$ cat src/rtl/mbx_pkg.sv
package mbx_pkg;
   // register window bases, byte addresses
   localparam int unsigned REV_OFS   = 32'h000;
   localparam int unsigned CFG_OFS   = 32'h010;
   localparam int unsigned MSG_BASE  = 32'h040;
   localparam int unsigned FULL_BASE = 32'h080;
   localparam int unsigned CNT_BASE  = 32'h0C0;
   localparam int unsigned IRQ_BASE  = 32'h100;
   localparam int unsigned SPAN      = 32'h120;

   function automatic int unsigned queue_ofs(int unsigned base, int unsigned m);
      return base + 4 * m;
   endfunction

   function automatic int unsigned user_ofs(int unsigned u, bit is_enable);
      return IRQ_BASE + 8 * u + (is_enable ? 4 : 0);
   endfunction
endpackage

$ cat src/rtl/mbx_fifo.sv
module mbx_fifo #(
   parameter int W     = 32,
   parameter int DEPTH = 4
) (
   input  logic                         clk,
   input  logic                         rst_n,
   input  logic                         push_i,
   input  logic                         pop_i,
   input  logic [W-1:0]                 data_i,
   output logic [W-1:0]                 head_o,
   output logic [$clog2(DEPTH+1)-1:0]   count_o,
   output logic                         full_o,
   output logic                         push_ok_o,
   output logic                         relief_o
);
   localparam int PW = (DEPTH > 1) ? $clog2(DEPTH) : 1;
   localparam int CW = $clog2(DEPTH + 1);

   logic [W-1:0]  mem [DEPTH];
   logic [PW-1:0] wr_p, rd_p, wr_n, rd_n;
   logic          empty, do_pop;

   assign full_o    = (count_o == CW'(DEPTH));
   assign empty     = (count_o == '0);
   assign push_ok_o = push_i && !full_o;
   assign do_pop    = pop_i && !empty;
   assign relief_o  = do_pop && full_o;
   assign head_o    = empty ? '0 : mem[rd_p];

   // pointer wrap: free-running for power-of-two depths, compare otherwise
   if ((DEPTH & (DEPTH - 1)) == 0) begin : g_pow2
      assign wr_n = wr_p + 1'b1;
      assign rd_n = rd_p + 1'b1;
   end else begin : g_any
      assign wr_n = (wr_p == PW'(DEPTH - 1)) ? '0 : wr_p + 1'b1;
      assign rd_n = (rd_p == PW'(DEPTH - 1)) ? '0 : rd_p + 1'b1;
   end

   always_ff @(posedge clk) begin
      if (push_ok_o) mem[wr_p] <= data_i;
   end

   always_ff @(posedge clk) begin
      if (!rst_n) begin
         wr_p    <= '0;
         rd_p    <= '0;
         count_o <= '0;
      end else begin
         if (push_ok_o) wr_p <= wr_n;
         if (do_pop)    rd_p <= rd_n;
         case ({push_ok_o, do_pop})
            2'b10:   count_o <= count_o + 1'b1;
            2'b01:   count_o <= count_o - 1'b1;
            default: count_o <= count_o;
         endcase
      end
   end
endmodule

$ cat src/rtl/mbx_irq_user.sv
module mbx_irq_user #(
   parameter int NEV = 8
) (
   input  logic           clk,
   input  logic           rst_n,
   input  logic [NEV-1:0] ev_i,
   input  logic           clr_we_i,
   input  logic           en_we_i,
   input  logic [NEV-1:0] wdata_i,
   output logic [NEV-1:0] status_o,
   output logic [NEV-1:0] enable_o,
   output logic           irq_o
);
   logic [NEV-1:0] clr_mask;

   assign clr_mask = clr_we_i ? wdata_i : '0;
   assign irq_o    = |(status_o & enable_o);

   always_ff @(posedge clk) begin
      if (!rst_n) begin
         status_o <= '0;
         enable_o <= '0;
      end else begin
         status_o <= (status_o & ~clr_mask) | ev_i;
         if (en_we_i) enable_o <= wdata_i;
      end
   end
endmodule

$ cat src/rtl/ipc_mailbox.sv
module ipc_mailbox
   import mbx_pkg::*;
#(
   parameter int         DATA_W   = 32,
   parameter int         ADDR_W   = 9,
   parameter int         N_QUEUE  = 4,
   parameter int         N_USER   = 4,
   parameter int         DEPTH    = 4,
   parameter logic [7:0] REVISION = 8'h21
) (
   input  logic              clk,
   input  logic              rst_n,
   input  logic              req_valid,
   input  logic              req_write,
   input  logic [ADDR_W-1:0] req_addr,
   input  logic [DATA_W-1:0] req_wdata,
   output logic [DATA_W-1:0] rsp_rdata,
   output logic [N_USER-1:0] irq
);
   localparam int NEV = 2 * N_QUEUE;
   localparam int CW  = $clog2(DEPTH + 1);

   // elaboration-time parameter checks
   if (N_QUEUE < 1 || 4 * N_QUEUE > FULL_BASE - MSG_BASE) begin : g_bad_queue
      $error("N_QUEUE does not fit its register window");
   end
   if (N_USER < 1 || 8 * N_USER > SPAN - IRQ_BASE) begin : g_bad_user
      $error("N_USER does not fit the interrupt window");
   end
   if (DEPTH < 2) begin : g_bad_depth
      $error("DEPTH must be at least 2");
   end
   if (NEV > DATA_W || DATA_W < 8) begin : g_bad_width
      $error("DATA_W too narrow for event bits or revision");
   end
   if ((1 << ADDR_W) < SPAN) begin : g_bad_addr
      $error("ADDR_W too narrow for the register space");
   end

   logic [N_QUEUE-1:0]    hit_msg, hit_full, hit_cnt;
   logic [N_QUEUE-1:0]    full, push_ok, relief;
   logic [DATA_W-1:0]     head [N_QUEUE];
   logic [N_QUEUE*CW-1:0] q_count_flat;
   logic [NEV-1:0]        ev;
   logic [N_USER-1:0]     hit_st, hit_en;
   logic [N_USER*NEV-1:0] st_flat, en_flat;
   logic                  hit_rev, hit_cfg;
   logic [DATA_W-1:0]     cfg_q, rd_mux;

   assign hit_rev = req_valid && (req_addr == ADDR_W'(REV_OFS));
   assign hit_cfg = req_valid && (req_addr == ADDR_W'(CFG_OFS));

   for (genvar m = 0; m < N_QUEUE; m++) begin : g_queue
      assign hit_msg[m]  = req_valid && (req_addr == ADDR_W'(queue_ofs(MSG_BASE, m)));
      assign hit_full[m] = req_valid && (req_addr == ADDR_W'(queue_ofs(FULL_BASE, m)));
      assign hit_cnt[m]  = req_valid && (req_addr == ADDR_W'(queue_ofs(CNT_BASE, m)));
      assign ev[2*m]     = push_ok[m];
      assign ev[2*m+1]   = relief[m];

      mbx_fifo #(.W(DATA_W), .DEPTH(DEPTH)) u_q (
         .clk       (clk),
         .rst_n     (rst_n),
         .push_i    (hit_msg[m] && req_write),
         .pop_i     (hit_msg[m] && !req_write),
         .data_i    (req_wdata),
         .head_o    (head[m]),
         .count_o   (q_count_flat[m*CW +: CW]),
         .full_o    (full[m]),
         .push_ok_o (push_ok[m]),
         .relief_o  (relief[m])
      );
   end

   for (genvar u = 0; u < N_USER; u++) begin : g_user
      assign hit_st[u] = req_valid && (req_addr == ADDR_W'(user_ofs(u, 1'b0)));
      assign hit_en[u] = req_valid && (req_addr == ADDR_W'(user_ofs(u, 1'b1)));

      mbx_irq_user #(.NEV(NEV)) u_usr (
         .clk      (clk),
         .rst_n    (rst_n),
         .ev_i     (ev),
         .clr_we_i (hit_st[u] && req_write),
         .en_we_i  (hit_en[u] && req_write),
         .wdata_i  (req_wdata[NEV-1:0]),
         .status_o (st_flat[u*NEV +: NEV]),
         .enable_o (en_flat[u*NEV +: NEV]),
         .irq_o    (irq[u])
      );
   end

   always_ff @(posedge clk) begin
      if (!rst_n)                     cfg_q <= '0;
      else if (hit_cfg && req_write)  cfg_q <= req_wdata;
   end

   always_comb begin
      rd_mux = '0;
      if (hit_rev) rd_mux = DATA_W'(REVISION);
      if (hit_cfg) rd_mux = cfg_q;
      for (int m = 0; m < N_QUEUE; m++) begin
         if (hit_msg[m])  rd_mux = head[m];
         if (hit_full[m]) rd_mux = DATA_W'(full[m]);
         if (hit_cnt[m])  rd_mux = DATA_W'(q_count_flat[m*CW +: CW]);
      end
      for (int u = 0; u < N_USER; u++) begin
         if (hit_st[u]) rd_mux = DATA_W'(st_flat[u*NEV +: NEV]);
         if (hit_en[u]) rd_mux = DATA_W'(en_flat[u*NEV +: NEV]);
      end
   end

   always_ff @(posedge clk) begin
      if (!rst_n)                       rsp_rdata <= '0;
      else if (req_valid && !req_write) rsp_rdata <= rd_mux;
   end
endmodule

$ cat config.mk
export PLATFORM = sky130hd
export DESIGN_NAME = ipc_mailbox
export DESIGN_NICKNAME = d
export VERILOG_FILES = /design/src/rtl/mbx_pkg.sv /design/src/rtl/mbx_fifo.sv /design/src/rtl/mbx_irq_user.sv /design/src/rtl/ipc_mailbox.sv
export SDC_FILE = /design/constraint.sdc
export NUM_CORES = 1
export LEC_CHECK = 0
export BUFFER_PORTS_ARGS = -buffer_cell sky130_fd_sc_hd__buf_2
export CORE_AREA = 4 4 219 221
export CTS_BUF_LIST = sky130_fd_sc_hd__clkbuf_8
export DETAILED_ROUTE_END_ITERATION = 16
export DIE_AREA = 0 0 223 225
export PLACE_DENSITY = 0.84
export SLEW_MARGIN = 15
export SYNTH_ARGS = -nofsm -noshare
export SYNTH_HDL_FRONTEND = slang
export SYNTH_SLANG_ARGS = --single-unit
$ cat constraint.sdc
create_clock -name clk -period 5 [get_ports clk]
set_clock_uncertainty 0.05 [all_clocks]
set_input_delay 0.25 -clock clk [delete_from_list [all_inputs] [get_ports clk]]
set_output_delay 0.25 -clock clk [all_outputs]
set_load 0.1 [all_outputs]
==> metrics.yaml, run 1 <==
start_util_pct: 59.4
synth_compound_gate_area_share_pct: 8.68
syn_avg_cell_area_um2: 15.2
synth_seq_cells: 676
yosysTopAreaCellShare_pct: 56.1
critPathCaptureType: "flop"
rsz0062_at_grt: "false"
cts_setup_buffers: 0
finalWeightedCongestion: 0.955
drv_cap: 0
synth-simple-area-share_pct: 7.52
routed_wl_um: 69900
synthXorXnorAreaFrac_pct: 0.639
ctsResizeCount: 0
fin_crit_sh_pct: 60.8
reg2regPathDepth: 10
htreeDepth: 3
grt_use_met3_pct: 4.91
cts_sinks: 676
total_power_mw: 10.5
leakage_nw: 9.86
ys.flop_type: "edfxtp_1"
vias_per_cell: 6.48
synthCells: 1803
critPathLaunchType: "flop"
final_nets: 2000
grtUsageMet2_pct: 45.6
fin_ws_ns: 1.96
dr_total_vias: 17000
grt_usage_pct: 27.8
powerDensity_nw_per_um2: 342
maxSlewViolCount: 0
syn_area_um2: 27400
port_buffers: 80
synth_top_family_by_area: "multiplexers"
drtIter0Drc: 2030
cts-buffers-inserted: 100
tightest_slew_ns: 1.12
synth-edff-count: 512
drive_above_1_share_pct: 21.3
n_antenna_cell: 0
syn-num-nets: 1872
grt_max_degree: 77
fp.dieW_um: 223
yosysSeqAreaShare_pct: 68.1
r2r_slack_ns: 1.96
area_growth_pct: 12.2
yosysWarnings: 0
crit_fanout: 31
drtPass1Iterations: 8
synth_mux_area_share_pct: 11.5
yosysTopAreaCell: "edfxtp_1"
die-area_um2: 50200
die_height_um: 225
cts_tree: "done"
synthDistinctLibCells: 69
grt_pass1_vias: 17400
critical_path_class: "flop to flop"
holdPathStages: 3
dp.final_hpwl_um: 41800
rows: 79
clockBufferDepth: 3
period_minus_slack_ns: 3.04
hold_class: "input pin to flop"
peakVddDrop_mv: 0.287
grt_use_met1_pct: 36.9
fmax_mhz: 329
postCtsHoldBufs: 27
synthAdderAreaFrac_pct: 1.21
async_reset_ff_share_pct: 0
antenna_found_initial: 0
drc: 0
finalHoldViolCount: 0
grt.busiest_layer: "met2"
pin_count: 81
wl_per_cell_um: 26.7
arrival_ns: 3.60
fillCellCount: 3004
pre_cts_slack_ns: 1.36
synth_area_leaders: "edfxtp_1 56%, dfxtp_1 12%, mux4_2 11%"
grt_first_pass_wirelength_um: 106000
status: "completed"
cp.required_ns: 5.56
cts_root_buf: "clkbuf_8"
setup_violations: 0
gr-total-overflow: 0
cts.clk_slew.worst_paths_ns: 0.07
tns_ns: 0
clk_latency_ns: 0.68
core_area_um2: 46200
ant_nets: 0
slew_headroom_pct: 25.5
==> cells in the final DEF, fill, tap and decap left out, types with 43 or more instances in the layout <==
master,count
a22oi_1,74
nor2b_1,58
inv_1,72
mux4_2,128
a21oi_1,60
buf_2,79
dfxtp_1,156
buf_4,43
clkbuf_8,117
o21ai_0,72
nand2_1,189
edfxtp_1,512
a21boi_0,67
==> cell type report <==
class	instances	area, µm²	area share (%)
inverters	35	131	0.427
clock buffers	117	1610	5.24
repair buffers	151	1020	3.32
multi-input cells	967	8250	26.8
clock inverters	67	305	0.993
flip-flops and latches	676	18700	60.7
well taps	607	759	2.47
==> per-layer routing <==
metal | share of wire, % | up-vias
li1 | - | 7215
met1 | 37 | 8538
met2 | 49 | 1028
met3 | 9.4 | 202
met4 | 4.2 | 0
met5 | 0 | -
==> synthesized netlist by cell type, drive strengths merged, types with 4 or more instances <==
cell type    n
edfxtp     512
mux2i       28
nor2b       58
a211oi       6
xnor2       11
xor2         9
a31o         6
a22o         6
nand2b       6
nand2      189
nand3       26
clkbuf      97
inv         35
fa           4
a31oi        4
a21boi      67
o211ai      14
nor4b        4
and3         4
or3          7
a22oi       74
dfxtp      164
nand4       12
ha          20
or3b         4
buf         28
o21ai       74
and2        32
o22ai        9
nor2        35
a21oi       60
nor3b        5
nor3        13
a32oi        9
mux4       128
==> state kept, by name, summed over array words and instances, names as in the netlist, named ones only <==
name / flops
cfg_q: 32
g_queue.u_q.count_o: 12
g_queue.u_q.mem: 512
g_queue.u_q.rd_p: 8
g_queue.u_q.wr_p: 8
g_user.u_usr.enable_o: 32
g_user.u_usr.status_o: 32
rsp_rdata: 32
==> kinds of logic (layout without fill, tap and decap cells) <==
logic type,count (synthesis),in the layout
flops,676,676
simple gates,412,412
compound gates,355,355
buf+inv,160,370
mux,156,156
fa+ha+maj,24,24
xor+xnor,20,20
==> final timing paths <==
check | startpoint | to
worst min-delay path | req_wdata[0] | g_user[1].u_usr.enable_o[0]
worst max register to register | g_queue[3].u_q.count_o[2] | g_queue[3].u_q.count_o[2]
worst min register to register | rsp_rdata[28] | rsp_rdata[28]
worst max-delay path | g_queue[3].u_q.count_o[2] | g_queue[3].u_q.count_o[2]
==> power breakdown <==
part	internal [mW]	switching, mW	leakage [nW]	total (mW)
clock	2.18	2.06	1.13	4.24
combinational	0.0600	0.177	2.81	0.237
sequential	6.03	0.00141	5.92	6.03
==> critical path, stage by stage (launching register included) <==
cell and delay (ns):
dfxtp_1 0.40, nor3_1 0.14, nor4_2 0.29, buf_4 0.48, nor2b_1 0.32, ha_1 0.23
inv_1 0.06, fa_1 0.37, xor2_1 0.17, or3_1 0.30, a21boi_0 0.16
==> stage by stage <==
| step | util [%] | hold WS, ns | instances | cell area [µm²] |
|---|---|---|---|---|
| after floorplan | - | 0.299 | 1803 | 27400 |
| after global placement | 61.8 | 0.383 | 2408 | 28500 |
| after detailed placement | 61.8 | 0.397 | 2408 | 28500 |
| after CTS | 66.6 | 0.00384 | 2619 | 30700 |
| after global routing | 66.6 | 0.0507 | 2620 | 30700 |
| final | 66.6 | 0.0349 | 2620 | 30700 |
Note: power is estimated with default switching activity, not from simulation.
==> run 2, diff against run 1 <==
==> constraint.sdc (replaced) <==
create_clock -name clk -period 2.8 [get_ports clk]
set_clock_uncertainty 0.05 [all_clocks]
set_input_delay 0.14 -clock clk [delete_from_list [all_inputs] [get_ports clk]]
set_output_delay 0.14 -clock clk [all_outputs]
set_load 0.1 [all_outputs]
==> metrics.yaml, run 2 (same netlist as run 1, synthesis figures left out) <==
tightest_slew_ns: 0.804
fillCellCount: 2874
drtPass1Iterations: 5
routed_wl_um: 72300
hold_class: "input pin to flop"
layout.cells.non_filler: 2695
cts.clk_slew.worst_paths_ns: 0.07
grt_use_met1_pct: 39.1
finalWeightedCongestion: 0.934
cts-buffers-inserted: 102
start_util_pct: 59.4
pin_count: 81
drc: 0
critical_path_class: "flop to flop"
r2r_slack_ns: 0.19
layout_common_cells: "512 x edfxtp_1, 189 x nand2_1, 156 x dfxtp_1"
grt_use_met3_pct: 6.37
drive_above_1_share_pct: 23.8
grt_first_pass_wirelength_um: 112000
vias_per_cell: 6.45
arrival_ns: 3.16
powerDensity_nw_per_um2: 603
leakage_nw: 10.3
finalHoldViolCount: 0
clk_latency_ns: 0.71
critPathCaptureType: "flop"
final_nets: 2073
cts_root_buf: "clkbuf_8"
grt_usage_pct: 29.3
clockBufferDepth: 3
grt_max_degree: 62
grtUsageMet2_pct: 48.1
rows: 79
final_common_cell: "edfxtp_1"
rsz0062_at_grt: "false"
crit_fanout: 5
drv_cap: 0
core_area_um2: 46200
status: "completed"
die-area_um2: 50200
reg2regPathDepth: 10
htreeDepth: 3
r2r-start: "g_queue[1].u_q.count_o[2]"
die_height_um: 225
whs_ns: 0.102
cts_sinks: 676
area_growth_pct: 15.5
cts_setup_buffers: 0
fmax_mhz: 383
dp_cells: 2472
setup_violations: 0
antenna_found_initial: 2
gr-total-overflow: 0
wl_per_cell_um: 26.8
slew_headroom_pct: 45.8
port_buffers: 80
hp-start: "req_addr[7]"
hold_end: "rsp_rdata[0]"
maxSlewViolCount: 0
drtIter0Drc: 2277
grt.busiest_layer: "met2"
cp.required_ns: 3.35
peakVddDrop_mv: 0.558
fin_crit_sh_pct: 93.3
holdPathStages: 5
period_minus_slack_ns: 2.61
top_register: "g_queue.u_q.mem"
dr_total_vias: 17400
grt_pass1_vias: 18300
largest_reg_flops: 512
ant_nets: 0
dp.final_hpwl_um: 43400
cts_tree: "done"
fp.dieW_um: 223
critPathLaunchType: "flop"
r2r-end: "g_queue[1].u_q.count_o[2]"
run 2: worst max path at each step:
stage | startpoint | endpoint | slack (ns) | cells past startpoint
2_1_floorplan | req_addr[8] | g_queue[0].u_q.mem[0][0] | -0.18 | 7
3_3_place_gp | req_addr[8] | g_queue[3].u_q.count_o[2] | -0.04 | 10
3_5_place_dp | req_addr[8] | g_queue[3].u_q.count_o[2] | -0.11 | 10
4_1_cts | req_valid | g_queue[3].u_q.count_o[2] | 0.13 | 11
5_1_grt | g_queue[3].u_q.count_o[2] | g_queue[3].u_q.count_o[2] | 0.02 | 9
6_report | g_queue[1].u_q.count_o[2] | g_queue[1].u_q.count_o[2] | 0.19 | 10
run 2: through the flow:
step	TNS, ns	area [µm²]	total power [mW]	setup WS (ns)	utilization, %
floorplan	-67.82	27400	11.1	-0.176	-
global placement	-0.0408	29300	11.4	-0.0408	63.5
detailed placement	-0.159	29300	11.4	-0.112	63.5
CTS	0	31600	19.2	0.125	68.6
global route	0	31700	19.7	0.0153	68.6
finish	0	31700	19.1	0.187	68.6
run 2: final cells by class:
cell class,count,area [µm²],area share (%)
Sequential cell,676,18700,59.0
Multi-Input combinational cell,967,8260,26.1
Timing Repair Buffer,222,1840,5.82
Clock buffer,117,1610,5.09
Tap cell,607,759,2.40
Clock inverter,69,388,1.22
Inverter,35,131,0.415
Antenna cell,2,5.00,0.0158
run 2: critical path: stages, from the launching register on:
cell and delay [ns]:
dfxtp_1 0.41, or3b_2 0.50, nand3_1 0.10, nor2_1 0.06
inv_1 0.13, ha_1 0.20, inv_1 0.06, fa_1 0.38
xor2_1 0.16, or3_1 0.31, a21boi_0 0.18
run 2: repair_timing:
action | CTS | global route
setup endpoints to repair | 0 | 1
endpoints found under the hold margin | 623 | 0
hold buffers | 35 | 0
gates resized for setup | 0 | 3
run 2: power by group:
group	leakage (nW)	switching, mW	internal, mW	total [mW]
combinational	3.23	0.327	0.129	0.456
clock	1.17	3.78	4.10	7.88
sequential	5.92	0.00279	10.8	10.8
total	10.3	4.11	15.0	19.1
run 2: per-layer routing:
metal / up-vias / routed length (µm)
li1: 7383 / -
met1: 8715 / 26900
met2: 1078 / 35500
met3: 201 / 7150
met4: 2 / 2740
met5: - / 8
